`config.mk`:
```
export PLATFORM = sky130hd
export DESIGN_NAME = sio_cfg_port
export DESIGN_NICKNAME = d
export VERILOG_FILES = /design/src/rtl/sio_cfg_pkg.sv /design/src/rtl/sio_key_fsm.sv /design/src/rtl/sio_reg_file.sv /design/src/rtl/sio_cfg_port.sv
export SDC_FILE = /design/constraint.sdc
export NUM_CORES = 2
export LEC_CHECK = 0
export ABC_AREA = 1
export BUFFER_PORTS_ARGS = -buffer_cell sky130_fd_sc_hd__buf_4
export CAP_MARGIN = 20
export CORE_UTILIZATION = 40
export DETAILED_ROUTE_END_ITERATION = 7
export PLACE_DENSITY = 0.53
export SLEW_MARGIN = 20
export SYNTH_ARGS = -nofsm -noshare
export SYNTH_HDL_FRONTEND = slang
export SYNTH_HIERARCHICAL = 1
export SYNTH_SLANG_ARGS = --single-unit
```
`constraint.sdc`:
```
create_clock -name clk -period 3.8 [get_ports clk]
set_input_delay 0.19 -clock clk [delete_from_list [all_inputs] [get_ports clk]]
set_output_delay 0.19 -clock clk [all_outputs]
set_load 0.01 [all_outputs]
```
`src/rtl/sio_cfg_pkg.sv`:
```
package sio_cfg_pkg;
    localparam logic [7:0] KEY_ENTER = 8'h87;
    localparam logic [7:0] KEY_EXIT  = 8'hAA;
    localparam logic [7:0] IX_LDEV   = 8'h07;
    localparam logic [7:0] IX_ID     = 8'h20;
    localparam logic [7:0] IX_REV    = 8'h21;
    localparam logic [7:0] IX_STRAP  = 8'h26;
    localparam logic [7:0] IX_ACT    = 8'h30;
    localparam logic [7:0] IX_BANKLO = 8'hF0;
    localparam int         STRAP_BIT = 6;
    localparam int         GLOB_N    = 48;
    localparam int         BANK_N    = 17;

    typedef enum logic [1:0] {
        KS_LOCKED = 2'd0,
        KS_HALF   = 2'd1,
        KS_OPEN   = 2'd2
    } key_state_e;
endpackage

```
`src/rtl/sio_key_fsm.sv`:
```
module sio_key_fsm
    import sio_cfg_pkg::*;
(
    input  logic       clk,
    input  logic       rst_n,
    input  logic       idx_wr,
    input  logic [7:0] wdata,
    output logic       unlocked,
    output logic [7:0] cur_idx
);
    typedef struct packed {
        key_state_e st;
        logic [7:0] idx;
    } key_t;

    key_t k_d, k_q;

    always_comb begin
        k_d = k_q;
        if (idx_wr) begin
            unique case (k_q.st)
                KS_LOCKED: if (wdata == KEY_ENTER) k_d.st = KS_HALF;
                KS_HALF:   k_d.st = (wdata == KEY_ENTER) ? KS_OPEN : KS_LOCKED;
                KS_OPEN: begin
                    if (wdata == KEY_EXIT) k_d.st = KS_LOCKED;
                    else                   k_d.idx = wdata;
                end
                default:   k_d.st = KS_LOCKED;
            endcase
        end
    end

    always_ff @(posedge clk) begin
        if (!rst_n) k_q <= '{st: KS_LOCKED, idx: 8'h00};
        else        k_q <= k_d;
    end

    assign unlocked = (k_q.st == KS_OPEN);
    assign cur_idx  = k_q.idx;


    open_after_key_chk: assert property (@(posedge clk) disable iff (!rst_n)
        $rose(unlocked) |-> $past(idx_wr && wdata == KEY_ENTER));

    key_break_chk: assert property (@(posedge clk) disable iff (!rst_n)
        (idx_wr && k_q.st == KS_HALF && wdata != KEY_ENTER) |=> k_q.st == KS_LOCKED);

    exit_key_chk: assert property (@(posedge clk) disable iff (!rst_n)
        $fell(unlocked) |-> ($past(idx_wr && wdata == KEY_EXIT) && $stable(cur_idx)));
endmodule

```
`src/rtl/sio_reg_file.sv`:
```
module sio_reg_file
    import sio_cfg_pkg::*;
#(
    parameter int         NDEV    = 10,
    parameter logic [7:0] DEV_ID  = 8'hC1,
    parameter logic [7:0] DEV_REV = 8'h0A
) (
    input  logic            clk,
    input  logic            rst_n,
    input  logic            wr_en,
    input  logic [7:0]      idx,
    input  logic [7:0]      wdata,
    input  logic            strap,
    output logic [7:0]      rd_data,
    output logic [7:0]      ldev,
    output logic [NDEV-1:0] dev_en
);
    localparam int SLOT_W = $clog2(BANK_N);

    typedef struct packed {
        logic [GLOB_N-1:0][7:0]             glob;
        logic [NDEV-1:0][BANK_N-1:0][7:0]   bank;
    } rf_t;

    rf_t r_d, r_q;

    logic              is_glob, is_bank, ldev_ok;
    logic [SLOT_W-1:0] slot;
    int unsigned       dsel;

    assign ldev    = r_q.glob[IX_LDEV[5:0]];
    assign is_glob = (idx < IX_ACT);
    assign is_bank = (idx == IX_ACT) || (idx >= IX_BANKLO);
    assign slot    = (idx == IX_ACT) ? '0 : SLOT_W'(idx[3:0]) + SLOT_W'(1);
    assign ldev_ok = (int'(ldev) < NDEV);
    assign dsel    = ldev_ok ? int'(ldev) : 0;

    always_comb begin
        r_d = r_q;
        if (wr_en) begin
            if (is_glob) begin
                if (idx == IX_STRAP)
                    r_d.glob[idx[5:0]] = wdata & ~(8'h01 << STRAP_BIT);
                else if (idx != IX_ID && idx != IX_REV)
                    r_d.glob[idx[5:0]] = wdata;
            end else if (is_bank && ldev_ok) begin
                r_d.bank[dsel][slot] = wdata;
            end
        end
    end

    always_comb begin
        rd_data = 8'h00;
        if (idx == IX_ID)          rd_data = DEV_ID;
        else if (idx == IX_REV)    rd_data = DEV_REV;
        else if (idx == IX_STRAP) begin
            rd_data = r_q.glob[idx[5:0]];
            rd_data[STRAP_BIT] = strap;
        end
        else if (is_glob)          rd_data = r_q.glob[idx[5:0]];
        else if (is_bank)          rd_data = ldev_ok ? r_q.bank[dsel][slot] : 8'hFF;
    end

    always_ff @(posedge clk) begin
        if (!rst_n) r_q <= '0;
        else        r_q <= r_d;
    end

    for (genvar g = 0; g < NDEV; g++) begin : g_en
        assign dev_en[g] = r_q.bank[g][0][0];
    end


    ldev_write_only_chk: assert property (@(posedge clk) disable iff (!rst_n)
        !$stable(ldev) |-> $past(wr_en && idx == IX_LDEV));

    dev_en_write_only_chk: assert property (@(posedge clk) disable iff (!rst_n)
        !$stable(dev_en) |-> $past(wr_en && idx == IX_ACT && ldev_ok));
endmodule

```
`src/rtl/sio_cfg_port.sv`:
```
module sio_cfg_port
    import sio_cfg_pkg::*;
#(
    parameter int                ADDR_W  = 16,
    parameter logic [ADDR_W-1:0] BASE_A  = 16'h002E,
    parameter logic [ADDR_W-1:0] BASE_B  = 16'h004E,
    parameter int                NDEV    = 10,
    parameter logic [7:0]        DEV_ID  = 8'hC1,
    parameter logic [7:0]        DEV_REV = 8'h0A
) (
    input  logic              clk,
    input  logic              rst_n,
    input  logic [ADDR_W-1:0] io_addr,
    input  logic              io_wr,
    input  logic              io_rd,
    input  logic [7:0]        io_wdata,
    output logic [7:0]        io_rdata,
    input  logic              strap_alt,
    output logic              cfg_open,
    output logic [7:0]        ldev_sel,
    output logic [NDEV-1:0]   dev_en
);
    typedef struct packed {
        logic [7:0] rdata;
    } port_t;

    port_t p_d, p_q;

    logic [ADDR_W-1:0] base;
    logic              hit_idx, hit_dat;
    logic [7:0]        cur_idx, rf_rd;

    assign base    = strap_alt ? BASE_B : BASE_A;
    assign hit_idx = (io_addr == base);
    assign hit_dat = (io_addr == base + ADDR_W'(1));

    sio_key_fsm u_key (
        .clk      (clk),
        .rst_n    (rst_n),
        .idx_wr   (io_wr && hit_idx),
        .wdata    (io_wdata),
        .unlocked (cfg_open),
        .cur_idx  (cur_idx)
    );

    sio_reg_file #(
        .NDEV    (NDEV),
        .DEV_ID  (DEV_ID),
        .DEV_REV (DEV_REV)
    ) u_rf (
        .clk     (clk),
        .rst_n   (rst_n),
        .wr_en   (io_wr && hit_dat && cfg_open),
        .idx     (cur_idx),
        .wdata   (io_wdata),
        .strap   (strap_alt),
        .rd_data (rf_rd),
        .ldev    (ldev_sel),
        .dev_en  (dev_en)
    );

    always_comb begin
        p_d = p_q;
        if (io_rd && hit_idx)      p_d.rdata = cfg_open ? cur_idx : 8'hFF;
        else if (io_rd && hit_dat) p_d.rdata = cfg_open ? rf_rd : 8'hFF;
    end

    always_ff @(posedge clk) begin
        if (!rst_n) p_q <= '0;
        else        p_q <= p_d;
    end

    assign io_rdata = p_q.rdata;


    locked_read_chk: assert property (@(posedge clk) disable iff (!rst_n)
        (io_rd && (hit_idx || hit_dat) && !cfg_open) |=> io_rdata == 8'hFF);

    rdata_hold_chk: assert property (@(posedge clk) disable iff (!rst_n)
        !io_rd |=> $stable(io_rdata));

    id_read_chk: assert property (@(posedge clk) disable iff (!rst_n)
        (io_rd && hit_dat && cfg_open && cur_idx == IX_ID) |=> io_rdata == DEV_ID);
endmodule

```
Word-level counts from Yosys, hierarchy flattened
Index checks and enable logic that the tools add are counted.
{"block": "totals", "out_inout_bits": 27, "input_bits": 29, "register_bits": 1762, "wordCells": 300}
{"block": "classes", "reduce_logical": 18, "muxes": 34, "magnitude_cmp": 9, "bitwise": 2, "add_sub_neg": 2, "eq_ne": 14}
{"cell": "bitwise mux 1360 bit", "count": 1}
{"cell": "bitwise mux 384 bit", "count": 2}
{"cell": "2-to-1 mux 384 bit", "count": 2}
{"cell": "binary-select mux 136 bit (select 4 bit)", "count": 1}
{"cell": "demux 136 bit (select 4 bit)", "count": 1}
{"cell": "2-to-1 mux 136 bit", "count": 2}
{"cell": "2-to-1 mux 8 bit", "count": 15}
{"cell": "binary-select mux 8 bit (select 6 bit)", "count": 1}
{"cell": "demux 8 bit (select 6 bit)", "count": 1}
{"cell": "binary-select mux 8 bit (select 5 bit)", "count": 1}
{"cell": "demux 8 bit (select 5 bit)", "count": 1}
{"cell": "equality test 8 x 6 -> 1 bit (second input constant)", "count": 4}
{"cell": ">= comparator 32 x 1 -> 1 bit (second input constant)", "count": 1}
{"cell": "less-than comparator 32 x 5 -> 1 bit (second input constant)", "count": 1}
{"cell": "equality test 16 x 7 -> 1 bit", "count": 1}
{"cell": "equality test 16 x 8 -> 1 bit", "count": 1}
{"cell": "equality test 8 bit (second input constant)", "count": 2}
{"cell": "inequality test 8 x 6 -> 1 bit (second input constant)", "count": 2}
{"cell": "AND reduction 3 bit", "count": 4}
{"cell": "logical AND 1 bit", "count": 10}
{"cell": "adder 7 x 1 -> 8 bit (second input constant)", "count": 1}
{"cell": ">= comparator 8 bit (second input constant)", "count": 1}
{"cell": "less-than comparator 8 x 4 -> 1 bit (second input constant)", "count": 1}
{"cell": "less-than comparator 8 x 6 -> 1 bit (second input constant)", "count": 1}
{"cell": "other kinds (16)", "count": 21}

Depth between registers and ports, before layout
{"block": "depth", "ltp_word": 15, "depth_mapped": 28, "depth_no_buf": 27}

By module
Netlist, hierarchy kept.
{"mod": "sio_reg_file", "seq_area_each_um2": 34913.5, "cells_each": 9671, "area_each_um2": 72513.3, "instances": 1}
{"mod": "sio_cfg_port", "seq_area_each_um2": 160.2, "cells_each": 148, "area_each_um2": 782.0, "instances": 1}
{"mod": "sio_key_fsm", "seq_area_each_um2": 200.2, "cells_each": 108, "area_each_um2": 691.9, "instances": 1}

Least setup slack after synthesis
OpenSTA, ideal clock, no wires.
{"block": "synth_timing", "kind": "reg-to-reg", "startpoint": "reg u_key/k_q[9] (netlist name)", "endpoint": "reg u_rf/r_q[1742] (netlist name)", "required_time_ps": 3714, "setup_slack_ps": 879, "stages_incl_launch_ff": 15, "setup_time_ps": 86, "synth_period_minus_slack_ps": 2921, "t_arrival_ps": 2835, "n_path_buf": 4, "path_cell_list": "dfxtp_1 inv_2 nor2_8 buf_6 clkbuf_1 clkbuf_1 nand2_1 nor2_1 inv_1 nor3_2 nand4_1 nor2_1 buf_2 nor2_1 a211oi_1"}
{"block": "synth_via", "elab_chain_cells": 3}
{"item": "from (decl)", "line": "sio_key_fsm.sv:16", "rtl": "key_t k_d, k_q;"}
{"item": "from (signal assigned)", "line": "sio_key_fsm.sv:34", "rtl": "if (!rst_n) k_q <= '{st: KS_LOCKED, idx: 8'h00};"}
{"item": "from (signal assigned)", "line": "sio_key_fsm.sv:35", "rtl": "else k_q <= k_d;"}
{"item": "equality test 2 bit", "line": "sio_key_fsm.sv:38", "rtl": "assign unlocked = (k_q.st == KS_OPEN);"}
{"item": "named net cfg_open", "line": "sio_cfg_port.sv:19", "rtl": "output logic cfg_open,"}
{"item": "logical AND 1 bit", "line": "sio_cfg_port.sv:53", "rtl": ".wr_en (io_wr && hit_dat && cfg_open),"}
{"item": "AND reduction 3 bit (no source line)"}
{"item": "to (signal assigned)", "line": "sio_reg_file.sv:66", "rtl": "else r_q <= r_d;"}
{"item": "to (decl)", "line": "sio_reg_file.sv:25", "rtl": "rf_t r_d, r_q;"}
The timed path passes the listed nets, and every way through them passes these cells.
A chain may end at the register's enable or synchronous reset.

==> out/results.ini <==
[clock_network]
clock_sinks = 1762
cts_made_buffers = 192
clkLatencyLatePin_ns = 0.85
h-tree-depth = 4
cts-root-buf = clkbuf_16
cts_buffer_depth = 3
clkSlewWorstSetupHoldPaths_ns = 0.06
cts_tree = built

[worst_setup_path]
cp_cell_sequence = inv_1, nand2_1, nor2_4, nand3_4, nor2_4, buf_12, buf_12, a22oi_1, a21boi_0, o21ai_0, nor2_1, nor2_1, nand3_1, nand2_1, nand2_1, nand2_1, nand2_1, nand2_1, nand2_1, nor2_1, nor2_1
r2r_end = io_rdata[6]
slowest_delay_ns = 0.42
path_common_cell = nand2_1
path_delay_family = simple AND/OR/NAND/NOR gates
end_kind = flip-flop
critical_path_class = reg -> reg
r2r_cells = 21
crit_arrival_ns = 4.43
cp-start-kind = flip-flop
required_ns = 4.58
worst-path-buf-inv = 3
crit_slowest_cell = nor2_1
reg2reg_slack_ns = 0.16
cp_max_fo = 43

[global_routing]
grt_pass1_vias = 64746
grt_pass1_wl_mm = 416
grt_usage_pct = 28.8
grt_max_degree = 243
grt_remaining_overflow = 0
antenna_found_initial = 1

[timing]
fin_skew_ns = 0.0429
timing.fmax_ghz = 0.275
post-route-min-period_ns = 3.64
slew_viol_final = 0
rsz0062_at_grt = yes
setup_viol = 0
period_share_pct = 95.8
tightest_slew_ns = 1.22
hold_viol_final = 0
relSlewSlack_pct = 18.7
hold_slack_ns = 0.0746

[finish]
layout_common_cells = nand2_1, dfxtp_1, a21oi_1, o21ai_0, nor2_1
fillerInstances = 18462
nets = 9716
mostFrequentLayoutCell = nand2_1
drive_gt1_share_pct = 10.0
multi_input_area_sq_mm = 0.0341
post-route-cell-area_sq_mm = 0.0844
area.sequential_sq_mm = 0.0353
area_growth_pct = 14.1
final_core_util_pct = 46.0
n_antenna_cell = 0

[hold_path]
min_delay_path_depth = 9
min_path_type = in -> reg
whs_endpoint = io_rdata[2]
min_from = io_addr[5]

[drt]
final_antenna_net_count = 0
drt_wl_total_mm = 278
first_pass_iters = 6
wl_per_cell_um = 22.6
vias = 70044
via_per_inst = 5.69
drc = 0
drt_iter0_drc = 7213

[synthesis]
synth_compound_gate_area_share_pct = 27.2
synth_warnings = 6
synth_cell_types = 54
synth_top_family_by_area = compound AO/OA/AOI/OAI gates
synth_edf_count = 0
ys_ff_latch = 1762
syn_nets = 9961
yosysSeqAreaShare_pct = 47.7
muxShareOfSynthArea_pct = 0
synth-simple-area-share_pct = 18.6
synth-adder-area-share_pct = 0.0846
syn_avg_cell_area_sq_um = 7.45
synth_flop_cell = dfxtp_1
netlist_area_sq_mm = 0.0740
synthCells = 9927
synth_xor_area_share_pct = 0
ys_async_sr_fraction_pct = 0

[power]
p_seq_share_pct = 47.7
p_sw_w = 0.00879
vdd_drop_max_mv = 0.419
combPwrFrac_pct = 2.3
internal-power_w = 0.0300
p_clk_share_pct = 50.0
power_density_mw_per_mm2 = 459
p_leak_nw = 33.1
swShare_pct = 22.7
report.power.total_w = 0.0388

[die]
core-area_sq_mm = 0.183
fp-row-count = 157
ios = 56
die_x_um = 432
die-area_sq_mm = 0.187
start_util_pct = 40.3
die-height_um = 432

[placed_design]
gp_congestion = 0.918
dp_hpwl_mm = 170
portBuffers = 55
dpl_cell_area_sq_mm = 0.0776

[job]
max-cap-violations = 0

[outcome]
outcome = completed

synthesized netlist by cell type (2+ instances only):
master | instances | area share [%]
nand2_1 | 2179 | 11
dfxtp_1 | 1762 | 48
a21oi_1 | 1691 | 11
o21ai_0 | 1628 | 11
clkbuf_1 | 576 | 2.9
nor2_1 | 405 | 2.1
nand3_1 | 309 | 2.1
buf_2 | 255 | 1.7
nand4_1 | 174 | 1.5
inv_1 | 163 | 0.83
a211oi_1 | 143 | 1.5
a22oi_1 | 132 | 1.3
o22ai_1 | 86 | 0.73
nor2_2 | 83 | 0.70
nor2_4 | 44 | 0.67
buf_4 | 42 | 0.43
a22o_1 | 39 | 0.46
buf_1 | 36 | 0.18
inv_2 | 35 | 0.18
nand2_2 | 17 | 0.14
o41ai_1 | 16 | 0.19
o221ai_1 | 12 | 0.14
a221oi_1 | 10 | 0.12
nor3_1 | 10 | 0.068
clkinv_1 | 9 | 0.046
or2_2 | 8 | 0.068
a21boi_0 | 6 | 0.061
buf_6 | 6 | 0.091
nand3_2 | 6 | 0.081
ha_1 | 5 | 0.085
o21ai_1 | 4 | 0.027
a31oi_1 | 3 | 0.025
o2111ai_1 | 3 | 0.036
o211ai_1 | 3 | 0.030
o31ai_1 | 3 | 0.030
and3_1 | 2 | 0.017
inv_4 | 2 | 0.017
nand3_4 | 2 | 0.047
nor3_2 | 2 | 0.027
nor3_4 | 2 | 0.044
cell type report:
class | instances | share of cell area, %
Clock buffer | 288 | 6.77
Clock inverter | 61 | 0.995
Inverter | 209 | 1.01
Multi-Input combinational cell | 7040 | 40.4
Sequential cell | 1762 | 41.8
Tap cell | 2464 | 3.65
Timing Repair Buffer | 477 | 5.42
power by group through the flow:
stage	Sequential [W]	Combinational, W	Clock (W)
finish	0.0185	0.000899	0.0194
global route	0.0185	0.000930	0.0205
CTS	0.0185	0.000879	0.0197
detailed placement	0.0189	0.000865	0
global placement	0.0189	0.000865	0
floorplan	0.0189	0.000503	0
worst min-delay path: stages:
cell and delay [ns]:
buf_4 0.12, nand3_1 0.07, nand2_1 0.06, nand3_1 0.08
nor2_2 0.09, nand3_1 0.08, nand2_1 0.05, nor2_1 0.08
nor2_1 0.05
cells by family after synthesis:
kind of cell / Yosys count
compound gates: 3785
fa+ha+maj: 5
buf+inv: 1125
flops: 1762
simple gates: 3250
through the flow:
stage	TNS (ns)	worst slack (ns)	instances
3_5_place_dp	0	0.0416	11933
2_1_floorplan	0	0.879	9927
4_1_cts	0	0.0358	12301
6_report	0	0.158	12301
5_1_grt	-0.00304	-0.00304	12301
3_3_place_gp	0	0.0372	11933
worst max-delay path by stage:
stage                 startpoint              to  slack (ns)  cells past startpoint
CTS                    flip-flop     io_rdata[3]        0.04                     25
finish                 flip-flop     io_rdata[6]        0.16                     21
global placement       flip-flop     io_rdata[1]        0.04                     23
floorplan           u_key/k_q[9]  u_rf/r_q[1742]        0.88                     14
global route           flip-flop     io_rdata[1]      -0.003                     28
detailed placement     flip-flop     io_rdata[3]        0.04                     25
per-layer routing:
metal  part of all wire, %  global-route usage [%]  up-vias
met4                   3.2                    10.0        2
li1                      -                       -    33611
met3                   6.7                    4.08      444
met5                0.0047                       0        -
met1                    45                    39.9    33444
met2                    45                    45.7     2543
timing repair:
action                                  CTS  global route
setup buffers                             0             0
hold buffers                             19             0
hold endpoints to repair                144             0
gates resized for setup                   0            11
endpoints found under the setup margin    0             4
(Power assumes the default switching activity.)
